## config.mk

```make
export PLATFORM = sky130hd
export DESIGN_NAME = xbus_strobe_gen
export DESIGN_NICKNAME = d
export VERILOG_FILES = /design/src/rtl/xbs_pkg.sv /design/src/rtl/xbs_phase_ctr.sv /design/src/rtl/xbs_cycle_flags.sv /design/src/rtl/xbs_strobe_logic.sv /design/src/rtl/xbus_strobe_gen.sv
export SDC_FILE = /design/constraint.sdc
export NUM_CORES = 1
export LEC_CHECK = 0
export BUFFER_PORTS_ARGS = -buffer_cell sky130_fd_sc_hd__buf_2
export CORE_MARGIN = 4
export CORE_UTILIZATION = 30
export DETAILED_ROUTE_END_ITERATION = 10
export PLACE_DENSITY_LB_ADDON = 0.15
export SYNTH_ARGS = -nofsm -noshare
export SYNTH_HDL_FRONTEND = slang
export SYNTH_SLANG_ARGS = --single-unit
export TNS_END_PERCENT = 5
```

## constraint.sdc

```tcl
create_clock -name clk -period 1.3 [get_ports clk]
set_input_delay 0.065 -clock clk [delete_from_list [all_inputs] [get_ports clk]]
set_output_delay 0.065 -clock clk [all_outputs]
set_load 0.03 [all_outputs]
```

## src/rtl/xbs_pkg.sv

```systemverilog
package xbs_pkg;
  // Per-machine-cycle qualifiers, latched at the cycle boundary
  typedef struct packed {
    logic movx;      // external data access
    logic movc;      // code-table read
    logic ext_exec;  // code fetched from outside
    logic ale_dis;   // quiet-latch-strobe request
  } cyc_flags_t;

  localparam int unsigned NUM_ALE_SLOTS = 2;
endpackage

```

## src/rtl/xbs_phase_ctr.sv

```systemverilog
module xbs_phase_ctr #(
  parameter int unsigned STATES  = 6,
  parameter int unsigned PERIODS = 2,
  localparam int unsigned ST_W   = $clog2(STATES),
  localparam int unsigned SUB_W  = (PERIODS > 1) ? $clog2(PERIODS) : 1
) (
  input  logic             clk,
  input  logic             rst_n,
  output logic [ST_W-1:0]  st_q,
  output logic [SUB_W-1:0] sub_q,
  output logic [ST_W-1:0]  st_nx,
  output logic [SUB_W-1:0] sub_nx,
  output logic             cyc_start_nx
);
  localparam logic [ST_W-1:0]  ST_LAST  = ST_W'(STATES - 1);
  localparam logic [SUB_W-1:0] SUB_LAST = SUB_W'(PERIODS - 1);

  always_comb begin
    if (sub_q == SUB_LAST) begin
      sub_nx = '0;
      st_nx  = (st_q == ST_LAST) ? '0 : st_q + 1'b1;
    end else begin
      sub_nx = sub_q + 1'b1;
      st_nx  = st_q;
    end
    cyc_start_nx = (st_nx == '0) && (sub_nx == '0);
  end

  always_ff @(posedge clk or negedge rst_n) begin
    if (!rst_n) begin
      st_q  <= '0;
      sub_q <= '0;
    end else begin
      st_q  <= st_nx;
      sub_q <= sub_nx;
    end
  end
endmodule

```

## src/rtl/xbs_cycle_flags.sv

```systemverilog
module xbs_cycle_flags
  import xbs_pkg::*;
(
  input  logic       clk,
  input  logic       rst_n,
  input  logic       cyc_start_nx,
  input  cyc_flags_t flags_in,
  output cyc_flags_t flags_nx
);
  cyc_flags_t flags_q;

  // Enable: only the edge that opens a new machine cycle loads the flags
  always_comb flags_nx = cyc_start_nx ? flags_in : flags_q;

  always_ff @(posedge clk or negedge rst_n) begin
    if (!rst_n) flags_q <= '0;
    else if (cyc_start_nx) flags_q <= flags_in;
  end
endmodule

```

## src/rtl/xbs_strobe_logic.sv

```systemverilog
module xbs_strobe_logic
  import xbs_pkg::*;
#(
  parameter int unsigned STATES    = 6,
  parameter int unsigned PERIODS   = 2,
  parameter int unsigned ALE_ST_A  = 0,
  parameter int unsigned ALE_ST_B  = 3,
  parameter int unsigned MOVX_SKIP = 0,
  localparam int unsigned ST_W     = $clog2(STATES),
  localparam int unsigned SUB_W    = (PERIODS > 1) ? $clog2(PERIODS) : 1
) (
  input  logic             clk,
  input  logic             rst_n,
  input  logic [ST_W-1:0]  st_nx,
  input  logic [SUB_W-1:0] sub_nx,
  input  cyc_flags_t       flags_nx,
  output logic             ale_q,
  output logic             ale_drv_q,
  output logic             psen_n_q
);
  localparam logic [SUB_W-1:0] SUB_LAST = SUB_W'(PERIODS - 1);

  logic [NUM_ALE_SLOTS-1:0] win_ale, win_psen, slot_skip;
  logic ale_nx, ale_drv_nx, psen_n_nx, quiet;

  for (genvar g = 0; g < NUM_ALE_SLOTS; g++) begin : g_slot
    localparam int unsigned ANCHOR = (g == 0) ? ALE_ST_A : ALE_ST_B;
    // latch strobe covers the whole anchor state
    assign win_ale[g]   = (st_nx == ST_W'(ANCHOR));
    // read strobe starts in the last period of the following state
    assign win_psen[g]  = ((st_nx == ST_W'(ANCHOR + 1)) && (sub_nx == SUB_LAST)) ||
                          (st_nx == ST_W'(ANCHOR + 2));
    assign slot_skip[g] = flags_nx.movx && (g == MOVX_SKIP);
  end

  always_comb begin
    quiet      = flags_nx.ale_dis && !flags_nx.ext_exec &&
                 !flags_nx.movx && !flags_nx.movc;
    ale_drv_nx = !quiet;
    ale_nx     = quiet ? 1'b1 : |(win_ale & ~slot_skip);
    psen_n_nx  = !(flags_nx.ext_exec && !flags_nx.movx && |win_psen);
  end

  always_ff @(posedge clk or negedge rst_n) begin
    if (!rst_n) begin
      ale_q     <= 1'b0;
      ale_drv_q <= 1'b1;
      psen_n_q  <= 1'b1;
    end else begin
      ale_q     <= ale_nx;
      ale_drv_q <= ale_drv_nx;
      psen_n_q  <= psen_n_nx;
    end
  end
endmodule

```

## src/rtl/xbus_strobe_gen.sv

```systemverilog
module xbus_strobe_gen
  import xbs_pkg::*;
#(
  parameter int unsigned STATES   = 6,
  parameter int unsigned PERIODS  = 2,
  parameter int unsigned ALE_ST_A = 0,
  parameter int unsigned ALE_ST_B = 3,
  localparam int unsigned ST_W    = $clog2(STATES),
  localparam int unsigned SUB_W   = (PERIODS > 1) ? $clog2(PERIODS) : 1
) (
  input  logic             clk,
  input  logic             rst_n,
  input  logic             movx_cyc,
  input  logic             movc_cyc,
  input  logic             ext_exec,
  input  logic             ale_dis,
  output logic             ale,
  output logic             ale_drive,
  output logic             psen_n,
  output logic [ST_W-1:0]  state_o,
  output logic [SUB_W-1:0] half_o
);
  logic [ST_W-1:0]  st_nx;
  logic [SUB_W-1:0] sub_nx;
  logic             cyc_start_nx;
  cyc_flags_t       flags_in, flags_nx;

  always_comb begin
    flags_in.movx     = movx_cyc;
    flags_in.movc     = movc_cyc;
    flags_in.ext_exec = ext_exec;
    flags_in.ale_dis  = ale_dis;
  end

  xbs_phase_ctr #(.STATES(STATES), .PERIODS(PERIODS)) u_phase (
    .clk(clk), .rst_n(rst_n),
    .st_q(state_o), .sub_q(half_o),
    .st_nx(st_nx), .sub_nx(sub_nx), .cyc_start_nx(cyc_start_nx)
  );

  xbs_cycle_flags u_flags (
    .clk(clk), .rst_n(rst_n), .cyc_start_nx(cyc_start_nx),
    .flags_in(flags_in), .flags_nx(flags_nx)
  );

  xbs_strobe_logic #(
    .STATES(STATES), .PERIODS(PERIODS),
    .ALE_ST_A(ALE_ST_A), .ALE_ST_B(ALE_ST_B), .MOVX_SKIP(0)
  ) u_strobe (
    .clk(clk), .rst_n(rst_n), .st_nx(st_nx), .sub_nx(sub_nx),
    .flags_nx(flags_nx),
    .ale_q(ale), .ale_drv_q(ale_drive), .psen_n_q(psen_n)
  );
endmodule

```

==> flow_metrics.tcl <==
set metrics [dict create \
    status "finished clean" \
    cp_slowest_cell "dfrtp_2" \
    worstHoldPathType "in -> reg" \
    worst_setup_path_start_kind "flip-flop" \
    dr_total_vias 375 \
    rsz0062_at_grt "true" \
    synth-edff-count 0 \
    fin_skew_ps 4.31 \
    crit_cells 3 \
    hold_violations 0 \
    final_util_pct 42.0 \
    fin_crit_sh_pct 98.5 \
    synthFlopType "dfrtp_1" \
    dieWidth_um 48.8 \
    start_util_pct 32.5 \
    synth_top_cell_area_share_pct 45.0 \
    dp_hpwl_um 791 \
    grt_use_total_pct 8.83 \
    ff2ff_setup_slack_ps 20 \
    netlist_area_um2 500 \
    place_congestion 0.739 \
    die_height_um 48.8 \
    drtIter0Drc 3 \
    report.power.total_uw 617 \
    tns_ps 0 \
    post-route-drc-count 0 \
    die_area_um2 2390 \
    grt_antenna_before_repair 0 \
    critPathMaxFanout 4 \
    synth.most_common_cell "dfrtp_1" \
    r2r-end "u_strobe.psen_n_q" \
    drt-wirelength-per-cell_um 13.3 \
    drt-vias-per-instance 5.07 \
    root_buffer "clkbuf_4" \
    async_flop_share_pct 100 \
    synth_common_cells "9 x dfrtp_1, 4 x mux2_2, 3 x nor4b_1" \
    core_area_um2 1540 \
    synth_seq_cells 11 \
    ys_seq_area_share_pct 55.5 \
    area_growth_pct 29.2 \
    powerDensity_nw_per_um2 954 \
    startpoint "u_phase.st_q[0]" \
    netlist-cell-type-count 21 \
    insertion_delay_ps 260 \
    layout-drive-gt1-share_pct 55.2 \
    worstRegToRegCells 3 \
    holdWs_ps 51.5 \
    grt_overflow 0 \
    synth_area_leader_cell "dfrtp_1" \
    cp_top_family "simple AND/OR/NAND/NOR gates" \
    maxSlewViolCount 0 \
    end_kind "flip-flop" \
    diodes 0 \
    nets 65 \
    numCtsBuffers 3 \
    maxSlewHeadroom_pct 83.6 \
    crit_path_max_incr_delay_ps 440 \
    required_ps 1490 \
    portBuffers 12 \
    routed_wl_um 985 \
    synth_area_leaders "dfrtp_1 45%, dfstp_2 11%, mux2_2 9.0%, nor4b_1 5.2%, nand3_4 3.5%" \
    avgSynthCellArea_um2 12.8 \
    layout_min_cycle_time_ps 1280 \
    critPathArrivalTime_ps 1470 \
    finalSetupViolCount 0 \
    htree_num_levels 1 \
    postLayoutSetupSlackWorst_ps 19.3 \
    cts_tree "built" \
    cts.sinks 11 \
    path_cells "nand3_4 -> mux2_4 -> or3b_1" \
    max_freq_mhz 781 \
    crit_buf_inv 0 \
    grt_pass1_wl_um 1650 \
    vdd_ir_drop_max_mv 0.509 \
    rows 14 \
    drv_cap 0 \
    cts_max_path_buffers 2 \
    synth_fp_nets 45 \
    clk_pin_slew_ps 70 \
    critPathCapture "u_strobe.psen_n_q" \
    reg2reg_from "u_phase.st_q[0]" \
    grt_pass1_vias 395 \
    pin_count 13 \
    yosysWarnings 0 \
    firstDrtPassIters 5 \
    crit_type "reg -> reg" \
    p_leak_uw 0.000289 \
    tightest_slew_ps 239 \
    synthCells 39 \
    grt_max_degree 12 \
    pre_cts_slack_ps 12.5 \
    ant_nets 0 \
]
==> per-layer routing <==
layer	GRT usage, %	up-vias	part of all wire (%)
li1	-	179	-
met2	13.7	12	48
met4	4.04	0	0.91
met5	0	-	0
met1	10.3	182	42
met3	3.98	2	8.9
==> timing repair <==
item                                    in CTS  in global routing
endpoints found under the hold margin       11                  0
endpoints found under the setup margin       0                  2
hold buffers                                 1                  0
resized for setup                            0                  2
setup buffers                                0                  0
==> metrics by stage <==
| stage | std cells | cell area [µm²] |
|---|---|---|
| floorplan | 39 | 517 |
| global placement | 69 | 604 |
| detailed placement | 69 | 604 |
| CTS | 74 | 641 |
| global route | 74 | 647 |
| finish | 74 | 647 |
==> worst min-delay path by stage <==
stage                  from                 end  slack, ps  cells after the start
finish              ale_dis  u_flags.flags_q[0]         50                      2
detailed placement    rst_n     u_phase.st_q[1]        -60                      1
CTS                 ale_dis  u_flags.flags_q[0]         50                      2
global placement      rst_n     u_phase.st_q[1]        -60                      1
floorplan             rst_n  u_flags.flags_q[0]       -230                      0
global route        ale_dis  u_flags.flags_q[0]         50                      2
==> sequential cells by signal, indices dropped and copies added, names as in the netlist <==
register,count
u_phase.sub_q,1
u_strobe.ale_drv_q,1
u_strobe.psen_n_q,1
u_phase.st_q,3
u_flags.flags_q,4
u_strobe.ale_q,1
==> kinds of logic after synthesis <==
kind of cell,count (synthesis),share of synthesized area (%)
AOI/OAI and AO/OA,6,7.75
muxes,6,14.0
DFF,11,55.5
buffers and inverters,3,2.75
and+or+nand+nor,12,18.3
xor gates and xnor gates,1,1.75
==> power by group <==
part,switching [µW],leakage [µW],internal (µW)
clock,105,0.0000150,119
sequential,4.81,0.000127,352
combinational,19.7,0.000147,17.3
total,130,0.000289,488
==> cell usage in the layout, fill, tap and decap left out <==
cell	instances
o21ai_0	2
nor4b_2	1
dfrtp_2	3
dfstp_2	2
nand3_4	1
buf_2	12
inv_1	1
mux2i_1	1
xor2_1	1
or3b_1	1
dlygate4sd3_1	1
nor2_1	1
clkbuf_1	1
and3b_1	1
mux2_4	1
nor4b_1	2
nand2_1	2
buf_4	4
nor3b_1	1
clkbuf_4	3
dfrtp_1	6
a21oi_1	2
o311ai_1	1
mux2_2	4
o21ba_2	1
nor3_1	1
nand2b_1	1
==> final cells by class <==
cell class,count,area [µm²]
tap,16,20.0
sequential,11,282
timing repair buffer,17,100
fill,164,895
inverter,1,3.75
clock buffer,4,26.3
multi-input combinational,25,215
Power figures use the tool's default switching activity.
